==> config.mk <==
export PLATFORM = sky130hd
export DESIGN_NAME = reg_status_table
export DESIGN_NICKNAME = d
export VERILOG_FILES = /design/src/rtl/rst_pkg.sv /design/src/rtl/rst_entry.sv /design/src/rtl/rst_read_port.sv /design/src/rtl/reg_status_table.sv
export SDC_FILE = /design/constraint.sdc
export NUM_CORES = 1
export LEC_CHECK = 0
export CORE_ASPECT_RATIO = 0.8
export CORE_MARGIN = 10
export CORE_UTILIZATION = 35
export DETAILED_ROUTE_END_ITERATION = 6
export HOLD_SLACK_MARGIN = 0.1
export SYNTH_ARGS = -nofsm -noshare
export SYNTH_HDL_FRONTEND = slang
export SYNTH_SLANG_ARGS = --single-unit
==> constraint.sdc <==
create_clock -name clk -period 2.9 [get_ports clk]
set_input_delay 0.58 -clock clk [delete_from_list [all_inputs] [get_ports clk]]
set_output_delay 0.58 -clock clk [all_outputs]
set_load 0.02 [all_outputs]
==> src/rtl/rst_pkg.sv <==
package rst_pkg;

    typedef enum logic {
        ST_READY   = 1'b0,
        ST_PENDING = 1'b1
    } entry_state_e;

endpackage

==> src/rtl/rst_entry.sv <==
module rst_entry
    import rst_pkg::*;
#(
    parameter int DATA_W = 16,
    parameter int TAG_W  = 3
) (
    input  logic              clk,
    input  logic              rst_n,
    input  logic              alloc_hit,
    input  logic [TAG_W-1:0]  alloc_tag,
    input  logic              wb_valid,
    input  logic [TAG_W-1:0]  wb_tag,
    input  logic [DATA_W-1:0] wb_value,
    output logic [TAG_W-1:0]  tag_o,
    output logic [DATA_W-1:0] value_o
);

    entry_state_e      state_q, state_d;
    logic [TAG_W-1:0]  tag_q, tag_d;
    logic [DATA_W-1:0] value_q, value_d;
    logic              wb_hit;

    assign wb_hit = wb_valid && (state_q == ST_PENDING) && (tag_q == wb_tag);

    always_comb begin
        state_d = state_q;
        tag_d   = tag_q;
        value_d = value_q;
        if (wb_hit) begin
            value_d = wb_value;
        end
        unique case (state_q)
            ST_READY: begin
                if (alloc_hit) begin
                    state_d = ST_PENDING;
                    tag_d   = alloc_tag;
                end
            end
            ST_PENDING: begin
                if (alloc_hit) begin
                    tag_d = alloc_tag;
                end else if (wb_hit) begin
                    state_d = ST_READY;
                    tag_d   = '0;
                end
            end
            default: begin
                state_d = ST_READY;
                tag_d   = '0;
            end
        endcase
    end

    always_ff @(posedge clk) begin
        if (!rst_n) begin
            state_q <= ST_READY;
            tag_q   <= '0;
            value_q <= '0;
        end else begin
            state_q <= state_d;
            tag_q   <= tag_d;
            value_q <= value_d;
        end
    end

    assign tag_o   = (state_q == ST_PENDING) ? tag_q : '0;
    assign value_o = value_q;


    pending_tag_nonzero_chk: assert property (@(posedge clk) disable iff (!rst_n)
        (state_q == ST_PENDING) |-> (tag_q != '0));


    alloc_takes_tag_chk: assert property (@(posedge clk) disable iff (!rst_n)
        alloc_hit |=> ((state_q == ST_PENDING) && (tag_q == $past(alloc_tag))));


    retire_clears_chk: assert property (@(posedge clk) disable iff (!rst_n)
        (wb_hit && !alloc_hit) |=> ((state_q == ST_READY) && (value_q == $past(wb_value))));


    stale_ignored_chk: assert property (@(posedge clk) disable iff (!rst_n)
        (wb_valid && (state_q == ST_PENDING) && (tag_q != wb_tag) && !alloc_hit)
            |=> ($stable(value_q) && $stable(tag_q) && (state_q == ST_PENDING)));

endmodule

==> src/rtl/rst_read_port.sv <==
module rst_read_port #(
    parameter int NUM_REGS = 8,
    parameter int DATA_W   = 16,
    parameter int TAG_W    = 3,
    localparam int IDX_W   = $clog2(NUM_REGS)
) (
    input  logic                             clk,
    input  logic                             rst_n,
    input  logic [IDX_W-1:0]                 idx,
    input  logic [NUM_REGS-1:0][TAG_W-1:0]   tags,
    input  logic [NUM_REGS-1:0][DATA_W-1:0]  values,
    input  logic                             wb_valid,
    input  logic [TAG_W-1:0]                 wb_tag,
    input  logic [DATA_W-1:0]                wb_value,
    output logic [TAG_W-1:0]                 tag_o,
    output logic [DATA_W-1:0]                value_o
);

    logic [TAG_W-1:0]  sel_tag;
    logic [DATA_W-1:0] sel_value;
    logic              bypass;

    assign sel_tag   = tags[idx];
    assign sel_value = values[idx];
    assign bypass    = wb_valid && (sel_tag != '0) && (sel_tag == wb_tag);

    always_comb begin
        if (bypass) begin
            tag_o   = '0;
            value_o = wb_value;
        end else if (sel_tag == '0) begin
            tag_o   = '0;
            value_o = sel_value;
        end else begin
            tag_o   = sel_tag;
            value_o = '0;
        end
    end


    waiting_value_zero_chk: assert property (@(posedge clk) disable iff (!rst_n)
        (tag_o != '0) |-> (value_o == '0));


    bypass_forward_chk: assert property (@(posedge clk) disable iff (!rst_n)
        (wb_valid && (wb_tag != '0) && (tags[idx] == wb_tag))
            |-> ((tag_o == '0) && (value_o == wb_value)));

endmodule

==> src/rtl/reg_status_table.sv <==
module reg_status_table #(
    parameter int NUM_REGS = 8,
    parameter int DATA_W   = 16,
    parameter int TAG_W    = 3,
    localparam int IDX_W   = $clog2(NUM_REGS)
) (
    input  logic              clk,
    input  logic              rst_n,
    input  logic              disp_valid,
    input  logic [IDX_W-1:0]  disp_dst,
    input  logic [TAG_W-1:0]  disp_tag,
    input  logic [IDX_W-1:0]  rd_a_idx,
    input  logic [IDX_W-1:0]  rd_b_idx,
    output logic [TAG_W-1:0]  rd_a_tag,
    output logic [DATA_W-1:0] rd_a_value,
    output logic [TAG_W-1:0]  rd_b_tag,
    output logic [DATA_W-1:0] rd_b_value,
    input  logic              wb_valid,
    input  logic [TAG_W-1:0]  wb_tag,
    input  logic [DATA_W-1:0] wb_value
);

    logic [NUM_REGS-1:0][TAG_W-1:0]  entry_tag;
    logic [NUM_REGS-1:0][DATA_W-1:0] entry_value;
    logic [NUM_REGS-1:0]             alloc_hit;

    for (genvar i = 0; i < NUM_REGS; i++) begin : g_entry
        assign alloc_hit[i] = disp_valid && (disp_dst == IDX_W'(i));

        rst_entry #(
            .DATA_W (DATA_W),
            .TAG_W  (TAG_W)
        ) u_entry (
            .clk       (clk),
            .rst_n     (rst_n),
            .alloc_hit (alloc_hit[i]),
            .alloc_tag (disp_tag),
            .wb_valid  (wb_valid),
            .wb_tag    (wb_tag),
            .wb_value  (wb_value),
            .tag_o     (entry_tag[i]),
            .value_o   (entry_value[i])
        );
    end

    rst_read_port #(
        .NUM_REGS (NUM_REGS),
        .DATA_W   (DATA_W),
        .TAG_W    (TAG_W)
    ) u_read_a (
        .clk      (clk),
        .rst_n    (rst_n),
        .idx      (rd_a_idx),
        .tags     (entry_tag),
        .values   (entry_value),
        .wb_valid (wb_valid),
        .wb_tag   (wb_tag),
        .wb_value (wb_value),
        .tag_o    (rd_a_tag),
        .value_o  (rd_a_value)
    );

    rst_read_port #(
        .NUM_REGS (NUM_REGS),
        .DATA_W   (DATA_W),
        .TAG_W    (TAG_W)
    ) u_read_b (
        .clk      (clk),
        .rst_n    (rst_n),
        .idx      (rd_b_idx),
        .tags     (entry_tag),
        .values   (entry_value),
        .wb_valid (wb_valid),
        .wb_tag   (wb_tag),
        .wb_value (wb_value),
        .tag_o    (rd_b_tag),
        .value_o  (rd_b_value)
    );


    disp_tag_nonzero_chk: assert property (@(posedge clk) disable iff (!rst_n)
        disp_valid |-> (disp_tag != '0));


    rename_wins_chk: assert property (@(posedge clk) disable iff (!rst_n)
        (disp_valid && wb_valid && (entry_tag[disp_dst] == wb_tag) && (wb_tag != '0))
            |=> (entry_tag[$past(disp_dst)] == $past(disp_tag)));


    quiet_bus_chk: assert property (@(posedge clk) disable iff (!rst_n)
        (!disp_valid && (!wb_valid || (wb_tag == '0))) |=> ($stable(entry_tag) && $stable(entry_value)));

endmodule

==> impl_metrics.ini, run 1 <==
[routing]
routed.top_layer = met4
wirelength_met1_um = 13600
ant_nets = 0
dr_wl_met2_um = 12800
post-route-drc-count = 0
num_vias = 7066
drtIter0Drc = 391
viasPerCell = 5.08
first_pass_iters = 6
routedWlPerCell_um = 19.9
wl_met3_um = 1090
wl_um = 27700

[setup_path]
arrival_ns = 2.72
critPathLaunchType = register
crit_type = reg2out
crit_required_ns = 2.32
worstPathMaxFanout = 8
endpoint_kind = output pin

[synthesis]
synth_flop_cell = dfxtp_1
yosys-top-cells-area = dfxtp_1 (34%), mux2i_1 (17%), mux4_2 (17%), nor2b_1 (9.2%), o2bb2ai_1 (3.0%)
synth.cell_area_mm2 = 0.00938
synthCells = 889
synth_fp_nets = 924
ys_seq_elements = 160
ys_seq_area_frac = 0.342
async_flop_share = 0
ys.warnings.count = 0
netlist.area_leader.share = 0.342
yosysUniqueCellTypes = 33
synth_top_area_cell = dfxtp_1
avgSynthCellArea_um2 = 10.5
synth-edff-count = 0

[status]
status = finished, violations left
violations = setup timing

[clock_tree]
numCtsBuffers = 17
ctsHoldBuffers = 0
path_clk_slew_ns = 0.07
numClockSinks = 160
clock_latency_ns = 0.43
ctsLongestPathBuffers = 2
cts_root_buf = clkbuf_16
cts_tree = yes
htree_levels = 4

[sta]
worst_slew_pin_slew_ns = 0.693
finClkSkew_ns = 0.0126
maxSlewViolCount = 0
rsz0062_at_grt = true
finalWorstSetupSlack_ns = -0.395
hold_viol = 0
period_minus_slack_ns = 3.30
setup_violations = 38
timing.fmax_mhz = 303
timing.final.crit_share = 1.14
slew_headroom = 0.538
whs_ns = 0.511

[power_and_ir_drop]
p_seq_frac = 0.444
p_leak_nw = 4.31
ir_worst_vdd_mv = 0.407
switching_share = 0.263
intPower_mw = 3.69
combPwrFrac = 0.105
switching_power_mw = 1.31
p_per_area_mw_per_mm2 = 396
clock_power_share = 0.451
fin_total_pwr_mw = 5.00

[die]
die_area_mm2 = 0.0338
start_util = 0.356
io_pins = 73
die_y_um = 166
fp.dieW_um = 203
rows = 53
placeableCoreArea_mm2 = 0.0263

[cells_and_area]
num_antenna_cells = 0
fillers = 2402
layout.nets = 1056
final_cell_mix = mux2i_1 (160), dfxtp_1 (150), nor2b_1 (137)
instances_no_fill = 1391
syn2layout_area_growth_pct = 34.9
drive_gt1_frac = 0.339
final_common_cell = mux2i_1

[global_route]
antenna_found_initial = 0
track_usage = 0.163
grt_max_degree = 76
grt_pass1_wl_um = 43300
grt_pass1_vias = 7307
overflow = 0

[place]
port_buffers = 72
place_ws_ns = -0.756
gp_congestion = 0.801
dpl.cell_count = 1351
dpl.hpwl_um = 18000

[worst_hold_path]
hp-class = reg2reg

[run]
maxCapViolations = 0
==> worst max-delay path, cell delays in order, from the launching register on <==
cell,delay [ns]
dfxtp_4,0.37
buf_6,0.11
and2_4,0.15
mux4_2,0.50
xor2_2,0.18
a2bb2oi_2,0.15
a211oi_4,0.31
buf_12,0.23
o2bb2ai_4,0.13
buf_6,0.13
==> stage by stage <==
step | area, um2 | setup TNS, ns | util
2_1_floorplan | 9790 | -3.07 | -
3_3_place_gp | 11600 | -25.65 | 0.440
3_5_place_dp | 11600 | -26.76 | 0.440
4_1_cts | 12500 | -14.60 | 0.475
5_1_grt | 12700 | -17.07 | 0.481
6_report | 12700 | -13.22 | 0.481
==> sequential cells by signal, summed over array words and instances (netlist names) <==
name and count:
g_entry.u_entry.value_o 128, g_entry.u_entry.tag_q 24, g_entry.u_entry.state_q 8
==> layer usage <==
| layer | vias to the layer above | GRT usage |
|---|---|---|
| met3 | 16 | 0.0281 |
| met1 | 3475 | 0.227 |
| li1 | 3443 | - |
| met5 | - | 0 |
| met2 | 132 | 0.258 |
| met4 | 0 | 0.0353 |
==> power by group through the flow <==
stage | Clock, mW | Combinational [mW] | Sequential, mW
CTS | 2.29 | 0.522 | 2.22
floorplan | 0 | 0.310 | 2.27
global route | 2.40 | 0.562 | 2.22
detailed placement | 0 | 0.500 | 2.27
finish | 2.26 | 0.527 | 2.22
global placement | 0 | 0.497 | 2.27
==> synthesized netlist by cell type (all sizes together), types with 3 or more instances <==
master / n
nand2: 70
xnor2: 8
nor2: 12
xor2: 22
o21a: 5
buf: 41
nor3: 10
mux2i: 162
nor2b: 138
o2bb2ai: 32
nor3b: 3
and2: 25
nand2b: 10
dfxtp: 160
a21oi: 6
nand3: 16
mux4: 76
clkbuf: 46
a21boi: 7
o21ai: 26
inv: 3
==> timing repair <==
action,in CTS,in global routing
gates resized for setup,269,28
pin swaps,7,8
setup buffers,6,2
setup endpoints to repair,38,38
cloned,2,1
==> cell families after synthesis <==
| group | after synthesis | synth area share |
|---|---|---|
| flops | 160 | 0.342 |
| simple gates | 288 | 0.167 |
| xor+xnor | 30 | 0.0280 |
| buf+inv | 90 | 0.0399 |
| mux | 239 | 0.359 |
| compound gates | 82 | 0.0635 |
==> final cells by class <==
class,count,area [um2],share of cell area
inverter,3,11.3,0.000890
multi-input combinational,639,6450,0.510
clock buffer,18,439,0.0347
tap,357,447,0.0353
sequential,160,3220,0.255
timing repair buffer,200,1930,0.152
clock inverter,14,150,0.0119
==> path summary, 6_finish.rpt <==
check	start	end	slack, ns	cells past startpoint
min	g_entry[1].u_entry.state_q	g_entry[1].u_entry.state_q	0.51	2
max	g_entry[4].u_entry.state_q	rd_a_value[13]	-0.40	9
max reg2reg	g_entry[6].u_entry.tag_q[1]	g_entry[6].u_entry.value_o[15]	1.24	7
min reg2reg	g_entry[1].u_entry.state_q	g_entry[1].u_entry.state_q	0.51	2
Power figures use the tool's default switching activity.
==> run 2: changes to the inputs <==
--- a/config.mk
+++ b/config.mk
@@ -12,4 +12,5 @@
 export HOLD_SLACK_MARGIN = 0.1
 export SYNTH_ARGS = -nofsm -noshare
 export SYNTH_HDL_FRONTEND = slang
+export SYNTH_HIERARCHICAL = 1
 export SYNTH_SLANG_ARGS = --single-unit
==> run 2 against run 1 <==
Compared with the run above:
- the flow still finishes with violations (setup timing)
- routed wire length increased by 7.7%
- non-clock buffer count shrank 1
- first-iteration DRC count is 3.3% lower
- die area increased by 4.7%
- count of clock-buffer cells in the layout stayed put
- worst hold slack gained 0.0043 ns
- global-route usage increased by 0.47 points
- critical path depth stayed put
- clock power increased by 3%
- largest power group unchanged
==> impl_metrics.ini, run 2 <==
[synthesis]
synth-compound-area-share = 0.0515
ys.warnings.count = 6
ys_seq_elements = 160
async_flop_share = 0
netlist.area_leader.share = 0.325
synth_top_area_cell = dfxtp_1
yosys-top-cells-area = dfxtp_1 (32%), mux2i_1 (19%), mux4_2 (16%), nor2b_1 (8.7%), o22ai_2 (2.5%)
avgSynthCellArea_um2 = 11.4
ys_seq_area_frac = 0.325
synth_top_family_by_area = multiplexers
synthSimpleGateAreaFrac = 0.174
yosysMostFrequentCell = mux2i_1
synth_common_cells = mux2i_1 (188), dfxtp_1 (160), nor2b_1 (138)
synth-edff-count = 0
synth_fp_nets = 901
synth_xor_area_frac = 0.0264
synth.cell_area_mm2 = 0.00987
synth.mux.area_fraction = 0.376
synthCells = 866
synth_flop_cell = dfxtp_1
yosysUniqueCellTypes = 32
synth_fa_ha_area_frac = 0

[routing]
routedWlPerCell_um = 21.3
routed.top_layer = met4
first_pass_iters = 5
wl_met3_um = 1110
viasPerCell = 5.20
ant_nets = 0
num_vias = 7288
wirelength_met1_um = 14800
dr_wl_met2_um = 13600
drtIter0Drc = 378
post-route-drc-count = 0
wl_um = 29900

[cells_and_area]
final_cell_mix = mux2i_1 (184), dfxtp_1 (153), nor2b_1 (138)
largest_reg_flops = 128
syn2layout_area_growth_pct = 30.4
multi_input_area_mm2 = 0.00662
seq_area_mm2 = 0.00322
fillers = 2539
final_common_cell = mux2i_1
drive_gt1_frac = 0.379
layout.nets = 1057

[die]
placeableCoreArea_mm2 = 0.0275
die_area_mm2 = 0.0354
die_y_um = 170
fp.dieW_um = 208
rows = 54
io_pins = 73
start_util = 0.359

[sta]
worst_slew_pin_slew_ns = 0.563
rsz0062_at_grt = true
period_minus_slack_ns = 3.28
timing.final.crit_share = 1.13
whs_ns = 0.515
hold_viol = 0
setup_violations = 38
finalWorstSetupSlack_ns = -0.384
maxSlewViolCount = 0
finClkSkew_ns = 0.0157
slew_headroom = 0.623
timing.fmax_mhz = 305

[setup_path]
worst-path-buf-inv = 3
worstPathMaxFanout = 7
arrival_ns = 2.70
crit_slowest_cell = mux4_2
r2r_end = g_entry[2].u_entry/value_o[12]
cp_top_family = multiplexers
rr_startpoint = g_entry[2].u_entry/tag_q[1]
crit_required_ns = 2.32
crit_path_frequent_cell = buf_6
crit_cells = 9
path_cells = and2_4 > mux4_2 > mux2i_4 > mux2i_2 > o22a_2 > buf_6 > buf_16 > o22ai_4 > buf_6
reg2regPathDepth = 6
reg2reg_slack_ns = 1.24
crit_type = reg2out
critPathLaunchType = register
max_stage_delay_ns = 0.48
crit_path_start = g_entry[2].u_entry/state_q
worstSetupEndpoint = rd_b_value[12]
endpoint_kind = output pin

[global_route]
grt_max_degree = 50
track_usage = 0.168
antenna_found_initial = 2
overflow = 0
grt_pass1_vias = 7539
grt_pass1_wl_um = 46000

[clock_tree]
cts_root_buf = clkbuf_16
cts_tree = yes
numCtsBuffers = 17
ctsLongestPathBuffers = 2
numClockSinks = 160
clock_latency_ns = 0.44
ctsHoldBuffers = 0
htree_levels = 4
path_clk_slew_ns = 0.07

[power_and_ir_drop]
p_leak_nw = 4.56
p_per_area_mw_per_mm2 = 404
ir_worst_vdd_mv = 0.369
fin_total_pwr_mw = 5.20

[status]
status = finished, violations left
violations = setup timing

[worst_hold_path]
hp-class = reg2reg

[place]
port_buffers = 72
gp_congestion = 0.814
dpl.hpwl_um = 19400

[run]
maxCapViolations = 0
==> run 2: layout make-up <==
class,count,area share
multi-input combinational,636,0.514
timing repair buffer,199,0.151
inverter,8,0.00233
clock buffer,18,0.0334
clock inverter,14,0.0130
tap,364,0.0354
sequential,160,0.250
antenna,2,0.000389
==> run 2: through the flow <==
step / area, um2 / setup WS, ns / cells / utilization / TNS [ns]
2_1_floorplan: 9870 / 0.00177 / 866 / - / 0
3_3_place_gp: 11700 / -0.724 / 1351 / 0.424 / -24.63
3_5_place_dp: 11700 / -0.787 / 1351 / 0.424 / -25.89
4_1_cts: 12800 / -0.328 / 1397 / 0.465 / -10.32
5_1_grt: 12900 / -0.460 / 1399 / 0.468 / -13.35
6_report: 12900 / -0.384 / 1401 / 0.468 / -10.70
==> run 2: kinds of logic (layout without fill, tap and decap cells) <==
family          count (synthesis)  in the layout
compound gates                 58             58
xor+xnor                       28             28
flops                         160            160
other cells                     0              2
simple gates                  282            282
buf+inv                        70            239
mux                           268            268
==> run 2: routing by layer <==
metal,track usage,vias to the layer above
li1,-,3482
met1,0.229,3660
met3,0.0342,23
met2,0.266,123
met5,0,-
met4,0.0428,0
==> run 2: repair_timing <==
action	4_1_cts	5_1_grt
setup buffers	12	2
cloned	2	0
resized for setup	297	20
setup endpoints to repair	38	38
pin swaps	29	5
==> run 2: worst min path at each step <==
| stage | startpoint | end | slack (ns) | depth (start not counted) |
|---|---|---|---|---|
| floorplan | g_entry[0].u_entry/tag_q[0] | g_entry[0].u_entry/tag_q[0] | 0.46 | 2 |
| global placement | g_entry[3].u_entry/tag_q[1] | g_entry[3].u_entry/tag_q[1] | 0.48 | 2 |
| detailed placement | g_entry[3].u_entry/tag_q[1] | g_entry[3].u_entry/tag_q[1] | 0.51 | 2 |
| CTS | g_entry[3].u_entry/tag_q[1] | g_entry[3].u_entry/tag_q[1] | 0.53 | 2 |
| global route | g_entry[5].u_entry/value_o[4] | g_entry[5].u_entry/value_o[4] | 0.55 | 2 |
| finish | g_entry[3].u_entry/tag_q[1] | g_entry[3].u_entry/tag_q[1] | 0.52 | 2 |
==> run 2: where the power goes <==
part / internal (mW) / switching [mW]
logic: 0.288 / 0.352
registers: 2.21 / 0.0119
clock network: 1.30 / 1.03
==> run 2: worst register-to-register path: cells and delay by family, from the launching register on <==
| kind | cells | cell delay [ns] |
|---|---|---|
| xor gates and xnor gates | 1 | 0.18 |
| buffers and inverters | 2 | 0.39 |
| DFF | 1 | 0.31 |
| muxes | 1 | 0.23 |
| and+or+nand+nor | 2 | 0.44 |
